--- src/rtl/ptw_pkg.sv ---
package ptw_pkg;
  localparam int ADDR_W = 32;
  localparam int OFF_W  = 12;
  localparam int IDX_W  = 10;
  localparam int VPN_W  = ADDR_W - OFF_W;
  localparam int ATTR_W = 8;

  typedef enum logic [1:0] {
    XS_OK     = 2'd0,
    XS_PFAULT = 2'd1,
    XS_BUSERR = 2'd2
  } xl_status_e;

  typedef struct packed {
    logic [VPN_W-1:0]  vpn;
    logic [VPN_W-1:0]  ppn;
    logic [ATTR_W-1:0] attr;
  } tlb_ent_t;

  // attr[0] is page word bit 1 (readable), attr[1] is bit 2 (writable)
  function automatic logic perm_ok(input logic [ATTR_W-1:0] attr, input logic wr);
    return wr ? attr[1] : attr[0];
  endfunction
endpackage

--- src/rtl/ptw_tlb.sv ---
module ptw_tlb
  import ptw_pkg::*;
#(
  parameter int ENTRIES = 8
) (
  input  logic             clk,
  input  logic             rst_n,
  input  logic [VPN_W-1:0] lk_vpn,
  output logic             lk_hit,
  output tlb_ent_t         lk_ent,
  input  logic             fill_en,
  input  tlb_ent_t         fill_ent,
  input  logic             inv_en,
  input  logic [VPN_W-1:0] inv_vpn,
  input  logic             flush
);
  localparam int PTR_W = (ENTRIES > 1) ? $clog2(ENTRIES) : 1;

  logic [ENTRIES-1:0] vld_vec;
  logic [ENTRIES-1:0] hit_vec;
  tlb_ent_t           ent_arr [ENTRIES];
  logic [PTR_W-1:0]   rr_q;

  for (genvar g = 0; g < ENTRIES; g++) begin : g_ent
    logic     v_q;
    tlb_ent_t e_q;
    logic     take;
    logic     kill;

    assign take = fill_en && (rr_q == PTR_W'(g));
    // a clear applies to the value the entry would hold after this cycle's fill
    assign kill = flush || (inv_en && ((take ? fill_ent.vpn : e_q.vpn) == inv_vpn));

    always_ff @(posedge clk or negedge rst_n) begin
      if (!rst_n) begin
        v_q <= 1'b0;
        e_q <= '0;
      end else begin
        if (take) e_q <= fill_ent;
        if (kill)      v_q <= 1'b0;
        else if (take) v_q <= 1'b1;
      end
    end

    assign vld_vec[g] = v_q;
    assign ent_arr[g] = e_q;
    assign hit_vec[g] = v_q && (e_q.vpn == lk_vpn);
  end

  always_comb begin
    lk_ent = '0;
    for (int i = 0; i < ENTRIES; i++) begin
      if (hit_vec[i]) lk_ent = tlb_ent_t'(lk_ent | ent_arr[i]);
    end
  end
  assign lk_hit = |hit_vec;

  always_ff @(posedge clk or negedge rst_n) begin
    if (!rst_n)            rr_q <= '0;
    else if (fill_en) begin
      if (rr_q == PTR_W'(ENTRIES - 1)) rr_q <= '0;
      else                             rr_q <= rr_q + 1'b1;
    end
  end

  // a page is never cached twice
  assert_single_hit_R7: assert property (@(posedge clk) disable iff (!rst_n)
    $onehot0(hit_vec));

  // nothing survives a full clear
  assert_flush_empty_R10: assert property (@(posedge clk) disable iff (!rst_n)
    flush |=> (vld_vec == '0));

  // the invalidated page no longer hits in the next cycle
  assert_inv_gone_R9: assert property (@(posedge clk) disable iff (!rst_n)
    (inv_en && (lk_vpn == inv_vpn)) ##1 $stable(lk_vpn) |-> !lk_hit);
endmodule

--- src/rtl/ptw_fsm.sv ---
module ptw_fsm
  import ptw_pkg::*;
(
  input  logic              clk,
  input  logic              rst_n,
  input  logic              stall,
  input  logic [VPN_W-1:0]  dir_base_frame,
  input  logic              req_valid,
  output logic              req_ready,
  input  logic [ADDR_W-1:0] req_va,
  input  logic              req_write,
  output logic              rsp_valid,
  input  logic              rsp_ready,
  output logic [1:0]        rsp_status,
  output logic [ADDR_W-1:0] rsp_pa,
  output logic [ATTR_W-1:0] rsp_attr,
  output logic              flt_pending,
  output logic [ADDR_W-1:0] flt_va,
  output logic              flt_write,
  input  logic              flt_ack,
  output logic              bus_err,
  input  logic              tlb_hit,
  input  tlb_ent_t          tlb_ent,
  output logic              fill_en,
  output tlb_ent_t          fill_ent,
  output logic              mem_req_valid,
  input  logic              mem_req_ready,
  output logic [ADDR_W-1:0] mem_req_addr,
  input  logic              mem_rsp_valid,
  input  logic [ADDR_W-1:0] mem_rsp_data,
  input  logic              mem_rsp_err
);
  typedef enum logic [2:0] {
    S_IDLE, S_DIR_RD, S_DIR_WT, S_PTE_RD, S_PTE_WT, S_RESP
  } wstate_e;

  wstate_e           state_q;
  logic [ADDR_W-1:0] va_q;
  logic              wr_q;
  logic [VPN_W-1:0]  tbl_q;
  logic [1:0]        st_q;
  logic [ADDR_W-1:0] pa_q;
  logic [ATTR_W-1:0] attr_q;
  logic              fpend_q;
  logic [ADDR_W-1:0] fva_q;
  logic              fwr_q;
  logic              berr_q;

  logic              acc;
  logic              fin_en;
  xl_status_e        fin_st;
  logic [ADDR_W-1:0] fin_pa;
  logic [ATTR_W-1:0] fin_attr;
  logic [ATTR_W-1:0] pte_attr;
  logic              unused_bits;

  assign unused_bits = ^mem_rsp_data[11:9];
  assign pte_attr    = mem_rsp_data[8:1];

  assign req_ready     = (state_q == S_IDLE) && !stall && !fpend_q;
  assign acc           = req_valid && req_ready;
  assign rsp_valid     = (state_q == S_RESP);
  assign mem_req_valid = (state_q == S_DIR_RD) || (state_q == S_PTE_RD);
  assign mem_req_addr  = (state_q == S_DIR_RD)
                       ? {dir_base_frame, va_q[31:22], 2'b00}
                       : {tbl_q, va_q[21:12], 2'b00};

  assign fill_en       = (state_q == S_PTE_WT) && mem_rsp_valid && !mem_rsp_err && mem_rsp_data[0];
  assign fill_ent.vpn  = va_q[31:12];
  assign fill_ent.ppn  = mem_rsp_data[31:12];
  assign fill_ent.attr = pte_attr;

  always_comb begin
    fin_en   = 1'b0;
    fin_st   = XS_OK;
    fin_pa   = '0;
    fin_attr = '0;
    unique case (state_q)
      S_IDLE: if (acc && tlb_hit) begin
        fin_en = 1'b1;
        if (perm_ok(tlb_ent.attr, req_write)) begin
          fin_pa   = {tlb_ent.ppn, req_va[OFF_W-1:0]};
          fin_attr = tlb_ent.attr;
        end else begin
          fin_st = XS_PFAULT;
        end
      end
      S_DIR_WT: if (mem_rsp_valid) begin
        if (mem_rsp_err) begin
          fin_en = 1'b1;
          fin_st = XS_BUSERR;
        end else if (!mem_rsp_data[0]) begin
          fin_en = 1'b1;
          fin_st = XS_PFAULT;
        end
      end
      S_PTE_WT: if (mem_rsp_valid) begin
        fin_en = 1'b1;
        if (mem_rsp_err) begin
          fin_st = XS_BUSERR;
        end else if (!mem_rsp_data[0] || !perm_ok(pte_attr, wr_q)) begin
          fin_st = XS_PFAULT;
        end else begin
          fin_pa   = {mem_rsp_data[31:12], va_q[OFF_W-1:0]};
          fin_attr = pte_attr;
        end
      end
      default: ;
    endcase
  end

  always_ff @(posedge clk or negedge rst_n) begin
    if (!rst_n) begin
      state_q <= S_IDLE;
      va_q    <= '0;
      wr_q    <= 1'b0;
      tbl_q   <= '0;
      st_q    <= 2'd0;
      pa_q    <= '0;
      attr_q  <= '0;
      fpend_q <= 1'b0;
      fva_q   <= '0;
      fwr_q   <= 1'b0;
      berr_q  <= 1'b0;
    end else begin
      berr_q <= 1'b0;
      unique case (state_q)
        S_IDLE:   if (acc) begin
          va_q    <= req_va;
          wr_q    <= req_write;
          state_q <= tlb_hit ? S_RESP : S_DIR_RD;
        end
        S_DIR_RD: if (mem_req_ready) state_q <= S_DIR_WT;
        S_DIR_WT: if (mem_rsp_valid) begin
          tbl_q <= mem_rsp_data[31:12];
          if (!fin_en) state_q <= S_PTE_RD;
        end
        S_PTE_RD: if (mem_req_ready) state_q <= S_PTE_WT;
        S_RESP:   if (rsp_ready) state_q <= S_IDLE;
        default:  ;
      endcase

      if (fin_en) begin
        state_q <= S_RESP;
        st_q    <= fin_st;
        pa_q    <= fin_pa;
        attr_q  <= fin_attr;
        if (fin_st == XS_BUSERR) berr_q <= 1'b1;
        if (fin_st == XS_PFAULT) begin
          fpend_q <= 1'b1;
          fva_q   <= (state_q == S_IDLE) ? req_va : va_q;
          fwr_q   <= (state_q == S_IDLE) ? req_write : wr_q;
        end
      end else if (flt_ack) begin
        fpend_q <= 1'b0;
      end
    end
  end

  assign rsp_status  = st_q;
  assign rsp_pa      = pa_q;
  assign rsp_attr    = attr_q;
  assign flt_pending = fpend_q;
  assign flt_va      = fva_q;
  assign flt_write   = fwr_q;
  assign bus_err     = berr_q;

  assert_stall_blocks_R11: assert property (@(posedge clk) disable iff (!rst_n)
    stall |-> !req_ready);

  assert_fault_blocks_R5: assert property (@(posedge clk) disable iff (!rst_n)
    flt_pending |-> !req_ready);

  assert_rsp_hold_R12: assert property (@(posedge clk) disable iff (!rst_n)
    rsp_valid && !rsp_ready |=> rsp_valid && $stable(rsp_pa) && $stable(rsp_status) && $stable(rsp_attr));

  assert_mem_hold_R1: assert property (@(posedge clk) disable iff (!rst_n)
    mem_req_valid && !mem_req_ready |=> mem_req_valid && $stable(mem_req_addr));

  assert_hit_fast_R7: assert property (@(posedge clk) disable iff (!rst_n)
    req_valid && req_ready && tlb_hit |=> rsp_valid && !mem_req_valid);

  assert_berr_nofault_R6: assert property (@(posedge clk) disable iff (!rst_n)
    bus_err |-> !flt_pending && rsp_valid);

  assert_berr_pulse_R6: assert property (@(posedge clk) disable iff (!rst_n)
    bus_err |=> !bus_err);
endmodule

--- src/rtl/pt_walker.sv ---
module pt_walker
  import ptw_pkg::*;
#(
  parameter int TLB_ENTRIES = 8
) (
  input  logic        clk,
  input  logic        rst_n,
  input  logic        stall,
  input  logic [19:0] dir_base_frame,
  input  logic        req_valid,
  output logic        req_ready,
  input  logic [31:0] req_va,
  input  logic        req_write,
  output logic        rsp_valid,
  input  logic        rsp_ready,
  output logic [1:0]  rsp_status,
  output logic [31:0] rsp_pa,
  output logic [7:0]  rsp_attr,
  output logic        flt_pending,
  output logic [31:0] flt_va,
  output logic        flt_write,
  input  logic        flt_ack,
  output logic        bus_err,
  input  logic        inv_page,
  input  logic [19:0] inv_vpn,
  input  logic        flush_all,
  output logic        mem_req_valid,
  input  logic        mem_req_ready,
  output logic [31:0] mem_req_addr,
  input  logic        mem_rsp_valid,
  input  logic [31:0] mem_rsp_data,
  input  logic        mem_rsp_err
);
  logic     tlb_hit;
  tlb_ent_t tlb_ent;
  logic     fill_en;
  tlb_ent_t fill_ent;

  ptw_tlb #(.ENTRIES(TLB_ENTRIES)) u_tlb (
    .clk      (clk),
    .rst_n    (rst_n),
    .lk_vpn   (req_va[31:12]),
    .lk_hit   (tlb_hit),
    .lk_ent   (tlb_ent),
    .fill_en  (fill_en),
    .fill_ent (fill_ent),
    .inv_en   (inv_page),
    .inv_vpn  (inv_vpn),
    .flush    (flush_all)
  );

  ptw_fsm u_fsm (
    .clk            (clk),
    .rst_n          (rst_n),
    .stall          (stall),
    .dir_base_frame (dir_base_frame),
    .req_valid      (req_valid),
    .req_ready      (req_ready),
    .req_va         (req_va),
    .req_write      (req_write),
    .rsp_valid      (rsp_valid),
    .rsp_ready      (rsp_ready),
    .rsp_status     (rsp_status),
    .rsp_pa         (rsp_pa),
    .rsp_attr       (rsp_attr),
    .flt_pending    (flt_pending),
    .flt_va         (flt_va),
    .flt_write      (flt_write),
    .flt_ack        (flt_ack),
    .bus_err        (bus_err),
    .tlb_hit        (tlb_hit),
    .tlb_ent        (tlb_ent),
    .fill_en        (fill_en),
    .fill_ent       (fill_ent),
    .mem_req_valid  (mem_req_valid),
    .mem_req_ready  (mem_req_ready),
    .mem_req_addr   (mem_req_addr),
    .mem_rsp_valid  (mem_rsp_valid),
    .mem_rsp_data   (mem_rsp_data),
    .mem_rsp_err    (mem_rsp_err)
  );
endmodule

--- config.mk ---
export PLATFORM = sky130hd
export DESIGN_NAME = pt_walker
export DESIGN_NICKNAME = d
export VERILOG_FILES = /design/src/rtl/ptw_pkg.sv /design/src/rtl/ptw_tlb.sv /design/src/rtl/ptw_fsm.sv /design/src/rtl/pt_walker.sv
export SDC_FILE = /design/constraint.sdc
export NUM_CORES = 1
export LEC_CHECK = 0
export BUFFER_PORTS_ARGS = -buffer_cell sky130_fd_sc_hd__buf_2
export CORE_ASPECT_RATIO = 1.25
export CORE_MARGIN = 3
export CORE_UTILIZATION = 40
export DETAILED_ROUTE_END_ITERATION = 8
export GPL_TIMING_DRIVEN = 1
export PLACE_DENSITY = 0.54
export REMOVE_ABC_BUFFERS = 1
export SLEW_MARGIN = 15
export SYNTH_ARGS = -nofsm -noshare
export SYNTH_HDL_FRONTEND = slang
export SYNTH_HIERARCHICAL = 1
export SYNTH_SLANG_ARGS = --single-unit
--- constraint.sdc ---
create_clock -name clk -period 8.7 [get_ports clk]
set_input_delay 0.435 -clock clk [delete_from_list [all_inputs] [get_ports clk]]
set_output_delay 0.435 -clock clk [all_outputs]
set_load 0.1 [all_outputs]
==> results of run 1 <==
## metrics by stage
stage,worst slack (ns),hold slack [ns]
final,3.94,0.0564
after global placement,3.42,0.450
after global routing,3.63,0.0514
after floorplan,3.54,0.139
after detailed placement,3.42,0.454
after CTS,3.94,0.0157
## where the power goes
group	switching, uW	internal (uW)	total [uW]
combinational	3160	1050	4210
clock	1080	1530	2610
sequential	516	3060	3570
## final timing paths
path,end,cells past startpoint,start
max in group asynchronous,u_fsm/va_q[26],4,rst_n
worst max-delay path,u_fsm/flt_va[28],12,u_tlb/ent_arr[271]
min in group asynchronous,u_fsm/rsp_pa[28],2,rst_n
worst max register to register,u_fsm/flt_va[28],12,u_tlb/ent_arr[271]
worst min register to register,u_tlb/ent_arr[162],2,u_tlb/ent_arr[162]
worst min-delay path,u_fsm/va_q[5],3,req_va[5]
## worst reg2reg max path, stage by stage (launching register included)
cell and delay [ns]:
dfrtp_1 0.41, xnor2_1 0.17, nand4_1 0.16, nor4_2 0.37, buf_4 0.32, and2_1 0.77, nor4_1 0.14, nand2_1 0.11
buf_4 0.50, nand4_1 0.52, o221ai_4 0.27, buf_4 0.49, mux2_1 0.42
## cells in the final DEF (no fill, tap or decap), drive strengths merged, types with 6 or more instances in the layout
master,count
a2111oi,22
a211oi,6
a21oi,20
a22oi,64
and2,10
and3,55
and4,8
buf,282
bufinv,7
clkbuf,78
clkinv,17
dfrtp,528
dlygate4sd3,8
ha,6
inv,74
mux2,331
nand2,649
nand2b,22
nand3,95
nand3b,15
nand4,88
nor2,21
nor2b,32
nor3,7
nor3b,6
nor4,30
o2111ai,9
o211ai,43
o21ai,33
o221ai,7
or2,6
xnor2,211
xor2,56
## area by class of cell
type,count,area [um^2]
fill,6499,37000
sequential,528,13200
multi-input combinational,1923,13200
timing repair buffer,290,1660
clock buffer,78,1650
tap,926,1160
clock inverter,28,353
inverter,73,274
antenna,2,5.00
## registers in the layout, indices dropped and copies added (netlist names), 2 cells and up
name	count
u_fsm/flt_va	32
u_fsm/tbl_q	20
u_tlb/rr_q	3
u_fsm/rsp_attr	8
u_fsm/rsp_status	2
u_fsm/state_q	3
u_tlb/g_ent.v_q	8
u_fsm/va_q	32
u_fsm/rsp_pa	32
u_tlb/ent_arr	384
## routing by layer
| metal | vias to the layer above | GRT usage (%) | wire, um |
|---|---|---|---|
| met5 | - | 0 | 0 |
| met4 | 0 | 12.4 | 4780 |
| met3 | 251 | 4.04 | 6790 |
| met2 | 990 | 47.2 | 50200 |
| met1 | 11237 | 34.9 | 40700 |
| li1 | 9642 | - | - |
==> flow_summary.ini, run 1 <==
[global_routing]
grt_max_degree = 145
grt_usage_pct = 27.7
antenna_found_initial = 3
grt.overflow.total = 0
grt_pass1_vias = 22648
grt_pass1_wl_mm = 152

[clock_network]
cts_tree = yes
cts_buffer_depth = 3
cts_num_sinks = 528
cts.root.buffer_cell = clkbuf_16
cts_made_buffers = 58
cts_hold_buf = 8
clk_pin_slew_ns = 0.06
clock_latency_ns = 0.63
ctsResizeCount = 0
post_cts_buffers = 0
htreeDepth = 2

[sta]
fmax_mhz = 210
max-slew-margin-rel_pct = 28.8
rsz0062_at_grt = false
hold_violations = 0
max_slew.worst_pin.slew_ns = 1.07
finClkSkew_ns = 0.0216
finalMaxSlewViolations = 0
setup_viol = 0
finalCriticalPeriod_ns = 4.76
fin_setup_tns_ns = 0
min_period_over_period_pct = 54.7

[die]
die_area_um2 = 72900
start_util_pct = 40.7
dieWidth_um = 242
io_pins = 228
row_count = 107
die_y_um = 301
design.core.area_um2 = 68500

[route]
ant_nets = 0
viasPerCell = 5.75
dr.pass1.iters = 6
drcViolationCount = 0
routedWlPerCell_um = 26.6
routed-via-count = 22120
routed_wl_mm = 102
drt_iter0_markers = 2237

[flow_run]
maxCapViolations = 0

[placed_design]
gp_congestion = 0.971
postPlaceCellArea_um2 = 29400
placed_cells = 3732
io_buffers = 222
dp_hpwl_mm = 65.1

[worst_setup_path]
cp.arrival_ns = 5.25
critical_path.top_delay_family = simple AND/OR/NAND/NOR gates
worstSetupPathType = flip-flop to flip-flop
cp-end-kind = flip-flop
reg2reg_slack_ns = 3.94
cp.required_ns = 9.19
path_buf_inv = 3
cp_common_cell = buf_4
max_stage_delay_ns = 0.76
slowest_stage = and2_1
start_kind = flip-flop
crit_chain = xnor2_1 > nand4_1 > nor4_2 > buf_4 > and2_1 > nor4_1 > nand2_1 > buf_4 > nand4_1 > o221ai_4 > buf_4 > mux2_1
path_max_fanout = 41

[logic_synthesis]
synth_area_um2 = 27900
ys_warn_count = 6
avgSynthCellArea_um2 = 9.96
synthCells = 2800

[power_and_ir_drop]
powerDensity_nw_per_um2 = 330
fin_total_pwr_uw = 10400
leakage_uw = 0.0152
ir_drop_mv = 0.291

[layout]
post-route-util_pct = 46.0
fin_nets = 2996
syn2layout_area_growth_pct = 13.0
fin_cells = 3848
fin_area_um2 = 31500
layout-drive-gt1-share_pct = 24.4

[min_path]
hold_path_class = input port to flip-flop

[outcome]
outcome = complete, no violations
Note: power is estimated with default switching activity, not from simulation.
==> inputs of run 2 (changes only) <==
clock period = 4.6 ns   (was 8.7 ns; I/O delays follow)
==> run 2 against run 1 <==
  * Sequential power increased by 90%
  * Final area increased by 1.6%
  * First-iteration DRC count decreased by 13%
  * Register-to-register slack got worse by 3.3 ns
  * Critical path depth decreased by 2
  * Via count about the same
  * Clock power increased by 86%
  * Non-clock buffer count increased by 49
  * Maximum frequency increased by 21%
  * Power increased by 89%
  * Final cell count increased by 1.2%
  * Critical endpoint is now u_tlb/g_ent[0].v_q
  * Largest power group unchanged
==> flow_summary.ini, run 2 (synthesis gave the netlist of run 1 again) <==
[die]
io_pins = 228
start_util_pct = 40.7
design.core.area_um2 = 68500
row_count = 107
dieWidth_um = 242
die_area_um2 = 72900
die_y_um = 301

[sta]
fmax_mhz = 255
min_period_over_period_pct = 85.2
finalMaxSlewViolations = 0
hold_violations = 0
max-slew-margin-rel_pct = 33.2
fin_setup_tns_ns = 0
finClkSkew_ns = 0.0273
max_slew.worst_pin.slew_ns = 1.00
finalCriticalPeriod_ns = 3.92
setup_viol = 0
rsz0062_at_grt = false

[power_and_ir_drop]
p_int_uw = 10700
combPwrFrac_pct = 40.6
leakage_uw = 0.0154
p_sw_uw = 8920
ir_drop_mv = 0.487
powerDensity_nw_per_um2 = 613
clkPwrFrac_pct = 24.8
seq_power_share_pct = 34.7
swShare_pct = 45.5

[route]
ant_nets = 0
viasPerCell = 5.68
drcViolationCount = 0
routedWlPerCell_um = 26.0
routed_wl_mm = 101
drt_iter0_markers = 1956
routed-via-count = 22108
dr.pass1.iters = 6

[worst_setup_path]
start_kind = flip-flop
cp.arrival_ns = 4.40
slowest_stage = dfrtp_1
cp.required_ns = 5.08
path_max_fanout = 35
path_buf_inv = 1
worstSetupPathType = flip-flop to flip-flop
cp_common_cell = nor4_1
crit_chain = or3b_1 > nor2_1 > and2_1 > and3b_2 > buf_4 > nor3b_1 > nor4_1 > nand4_1 > nor4_1 > nor3_1
max_stage_delay_ns = 0.54
cp-end-kind = flip-flop
critical_path.top_delay_family = simple AND/OR/NAND/NOR gates

[global_routing]
grt.overflow.total = 0
antenna_found_initial = 1
grt_pass1_wl_mm = 150
grt_max_degree = 118
grt_pass1_vias = 22972
grt_usage_pct = 27.3

[layout]
fin_area_um2 = 32000
fin_cells = 3894
fin_nets = 3045
post-route-util_pct = 46.7
most-common-layout-cells = nand2_1 (647), dfrtp_1 (528), mux2_2 (299), buf_2 (221), xnor2_1 (211)
syn2layout_area_growth_pct = 14.8
final_common_cell = nand2_1
layout-drive-gt1-share_pct = 24.0
largest_reg_flops = 384

[clock_network]
post_cts_buffers = 0
cts_buffer_depth = 3
ctsResizeCount = 0
clk_pin_slew_ns = 0.06
cts_made_buffers = 58
cts_hold_buf = 47
cts_num_sinks = 528
htreeDepth = 2
clock_latency_ns = 0.63
cts_tree = yes
cts.root.buffer_cell = clkbuf_16

[placed_design]
io_buffers = 222
dp_hpwl_mm = 66.7
postPlaceCellArea_um2 = 29500
gp_congestion = 1.01
placed_cells = 3742

[flow_run]
maxCapViolations = 0

[min_path]
hold_path_class = input port to flip-flop

[outcome]
outcome = complete, no violations
[run 2: metal layers]
layer	vias up	wire, um	share of wire (%)	track usage (%)
li1	9749	-	-	-
met1	11175	40700	40	33.7
met2	915	49200	49	47.1
met3	269	6080	6.0	4.17
met4	0	5150	5.1	12.4
met5	-	0	0	0
[run 2: worst reg2reg max path, cell delays in order, from the launching register on]
cell and delay, ns:
dfrtp_1 0.54, or3b_1 0.48, nor2_1 0.14, and2_1 0.46, and3b_2 0.51, buf_4 0.54
nor3b_1 0.11, nor4_1 0.41, nand4_1 0.15, nor4_1 0.34, nor3_1 0.08
[run 2: power groups by stage]
stage               logic (uW)  clock network (uW)  registers (uW)
global placement          7860                   0            6800
CTS                       7990                4960            6780
floorplan                 3800                   0            8740
detailed placement        7930                   0            6850
global route              8340                5150            6930
finish                    7950                4850            6800
[run 2: layout make-up]
type | instances | area [um^2]
diodes | 1 | 2.50
clock buffers | 92 | 1760
clock inverters | 12 | 238
fillers | 6457 | 36500
inverters | 73 | 274
multi-input cells | 1923 | 13200
flip-flops and latches | 528 | 13200
well taps | 926 | 1160
repair buffers | 339 | 2180
[run 2: through the flow]
| stage | worst slack (ns) | power (uW) | hold slack, ns |
|---|---|---|---|
| after CTS | 0.653 | 19700 | 0.0326 |
| after global routing | 0.414 | 20400 | 0.0717 |
| after global placement | 0.717 | 14700 | 0.367 |
| after floorplan | -0.518 | 12500 | -0.0656 |
| final | 0.680 | 19600 | 0.0830 |
| after detailed placement | 0.671 | 14800 | 0.376 |
[run 2: path summary, 6_finish.rpt]
kind	start	end	slack, ns	cells past startpoint
worst min-delay path	mem_rsp_valid	u_fsm/bus_err	0.08	3
worst max register to register	u_fsm/state_q[0]	u_tlb/g_ent[0].v_q	0.68	10
min in group asynchronous	rst_n	u_fsm/rsp_pa[28]	0.28	2
worst min register to register	u_tlb/ent_arr[160]	u_tlb/ent_arr[160]	0.47	2
worst max-delay path	u_fsm/state_q[0]	u_tlb/g_ent[0].v_q	0.68	10
max in group asynchronous	rst_n	u_tlb/ent_arr[370]	3.08	3
==> inputs of run 3 (changes only) <==
clock period = 4.8 ns   (was 4.6 ns; I/O delays follow)
==> run 3 against run 2 <==
  * Sequential cell count did not move
  * Clock power fell by 4.7%
  * Sequential share of layout area barely moved
  * Register-to-register slack improved by 0.22 ns
  * Critical path type unchanged
==> flow_summary.ini, run 3 (synthesis gave the netlist of run 1 again) <==
[sta]
rsz0062_at_grt = false
whs_ns = 0.0725
setup_viol = 0
max-slew-margin-rel_pct = 23.8
min_period_over_period_pct = 81.3
fmax_mhz = 256
max_slew.worst_pin.slew_ns = 1.14
finalMaxSlewViolations = 0
hold_violations = 0
finalCriticalPeriod_ns = 3.90
finClkSkew_ns = 0.0227

[layout]
final_common_cell = nand2_1
fin_nets = 3045
layout-drive-gt1-share_pct = 24.2
fin_cells = 3896
syn2layout_area_growth_pct = 14.7
diodes = 0
most-common-layout-cells = nand2_1 (647), dfrtp_1 (528), mux2_2 (299), buf_2 (221), xnor2_1 (211)
largest_reg_flops = 384

[clock_network]
htreeDepth = 2
ctsResizeCount = 0
cts.root.buffer_cell = clkbuf_16
cts_buffer_depth = 3
cts_hold_buf = 47
cts_num_sinks = 528
post_cts_buffers = 0
clock_latency_ns = 0.63
cts_tree = yes
clk_pin_slew_ns = 0.06
cts_made_buffers = 57

[placed_design]
placed_cells = 3743
dp_hpwl_mm = 65.3
io_buffers = 222
gp_congestion = 0.974

[worst_setup_path]
path_buf_inv = 0
critical_path.top_delay_family = simple AND/OR/NAND/NOR gates
cp-end-kind = flip-flop
path_max_fanout = 32
slowest_stage = and3b_2
cp.required_ns = 5.29
crit_chain = or3b_1 > nor2_1 > and2_1 > and3b_2 > mux2_2 > xnor2_1 > or4b_1 > nor4_1 > nor3_1
worstSetupPathType = flip-flop to flip-flop
max_stage_delay_ns = 0.73
cp.arrival_ns = 4.39
start_kind = flip-flop

[die]
die_y_um = 301
design.core.area_um2 = 68500
io_pins = 228
dieWidth_um = 242
start_util_pct = 40.7
row_count = 107
die_area_um2 = 72900

[route]
drcViolationCount = 0
routed-via-count = 22300
viasPerCell = 5.72
routed_wl_mm = 101
ant_nets = 0
dr.pass1.iters = 5
routedWlPerCell_um = 26.0
drt_iter0_markers = 1970

[global_routing]
antenna_found_initial = 0
grt_pass1_vias = 22650
grt_usage_pct = 27.2
grt.overflow.total = 0
grt_max_degree = 137
grt_pass1_wl_mm = 150

[power_and_ir_drop]
ir_drop_mv = 0.459
powerDensity_nw_per_um2 = 587
leakage_uw = 0.0154

[flow_run]
maxCapViolations = 0

[min_path]
hold_path_class = input port to flip-flop

[outcome]
outcome = complete, no violations
## run 3: cell types whose count changed in the layout (fill, tap and decap cells not counted), moves of 2 or more
cell / before / now
clkbuf_1: 17 / 12
clkinv_2: 4 / 12
buf_4: 65 / 67
clkbuf_8: 16 / 18
## run 3: worst paths after layout
check | from | to | slack [ns] | cells after the start
worst max-delay path | u_fsm/state_q[0] | u_tlb/g_ent[0].v_q | 0.90 | 9
worst min-delay path | req_va[27] | u_fsm/va_q[27] | 0.07 | 3
worst max register to register | u_fsm/state_q[0] | u_tlb/g_ent[0].v_q | 0.90 | 9
worst min register to register | u_tlb/ent_arr[160] | u_tlb/ent_arr[160] | 0.47 | 2
max in group asynchronous | rst_n | u_tlb/g_ent[5].v_q | 3.37 | 3
min in group asynchronous | rst_n | u_fsm/rsp_pa[28] | 0.20 | 2
## run 3: per-stage QoR
stage / setup TNS [ns] / power, uW / utilization, % / setup slack (ns) / cell area (um^2)
after floorplan: -14.03 / 12000 / - / -0.318 / 26500
after global placement: 0 / 14000 / 43.1 / 0.771 / 29500
after detailed placement: 0 / 14200 / 43.1 / 0.750 / 29500
after CTS: 0 / 18900 / 46.6 / 0.917 / 32000
after global routing: 0 / 19500 / 46.6 / 0.711 / 32000
final: 0 / 18800 / 46.6 / 0.899 / 32000
## run 3: tightest hold or removal path: cells and delay by family
family / cells / cell delay (ns)
buf+inv: 1 / 0.25
simple gates: 2 / 0.17
## run 3: final cells by class
type                       instances  area (um^2)
fill                            6472        36600
sequential                       528        13200
multi-input combinational       1923        13200
timing repair buffer             340         2170
clock buffer                      88         1740
tap                              926         1160
inverter                          73          274
clock inverter                    18          219
## run 3: where the power goes
group | internal [uW] | switching, uW | total, uW
Clock | 2710 | 1910 | 4620
Combinational | 1940 | 5760 | 7700
Sequential | 5540 | 899 | 6440
Total | 10200 | 8570 | 18800
## run 3: routing by layer
| metal | vias to the layer above | track usage (%) | wire length [um] |
|---|---|---|---|
| met5 | - | 0 | 0 |
| met1 | 11308 | 33.9 | 39900 |
| li1 | 9749 | - | - |
| met4 | 0 | 13.7 | 5510 |
| met3 | 268 | 4.18 | 6710 |
| met2 | 975 | 46.2 | 49300 |
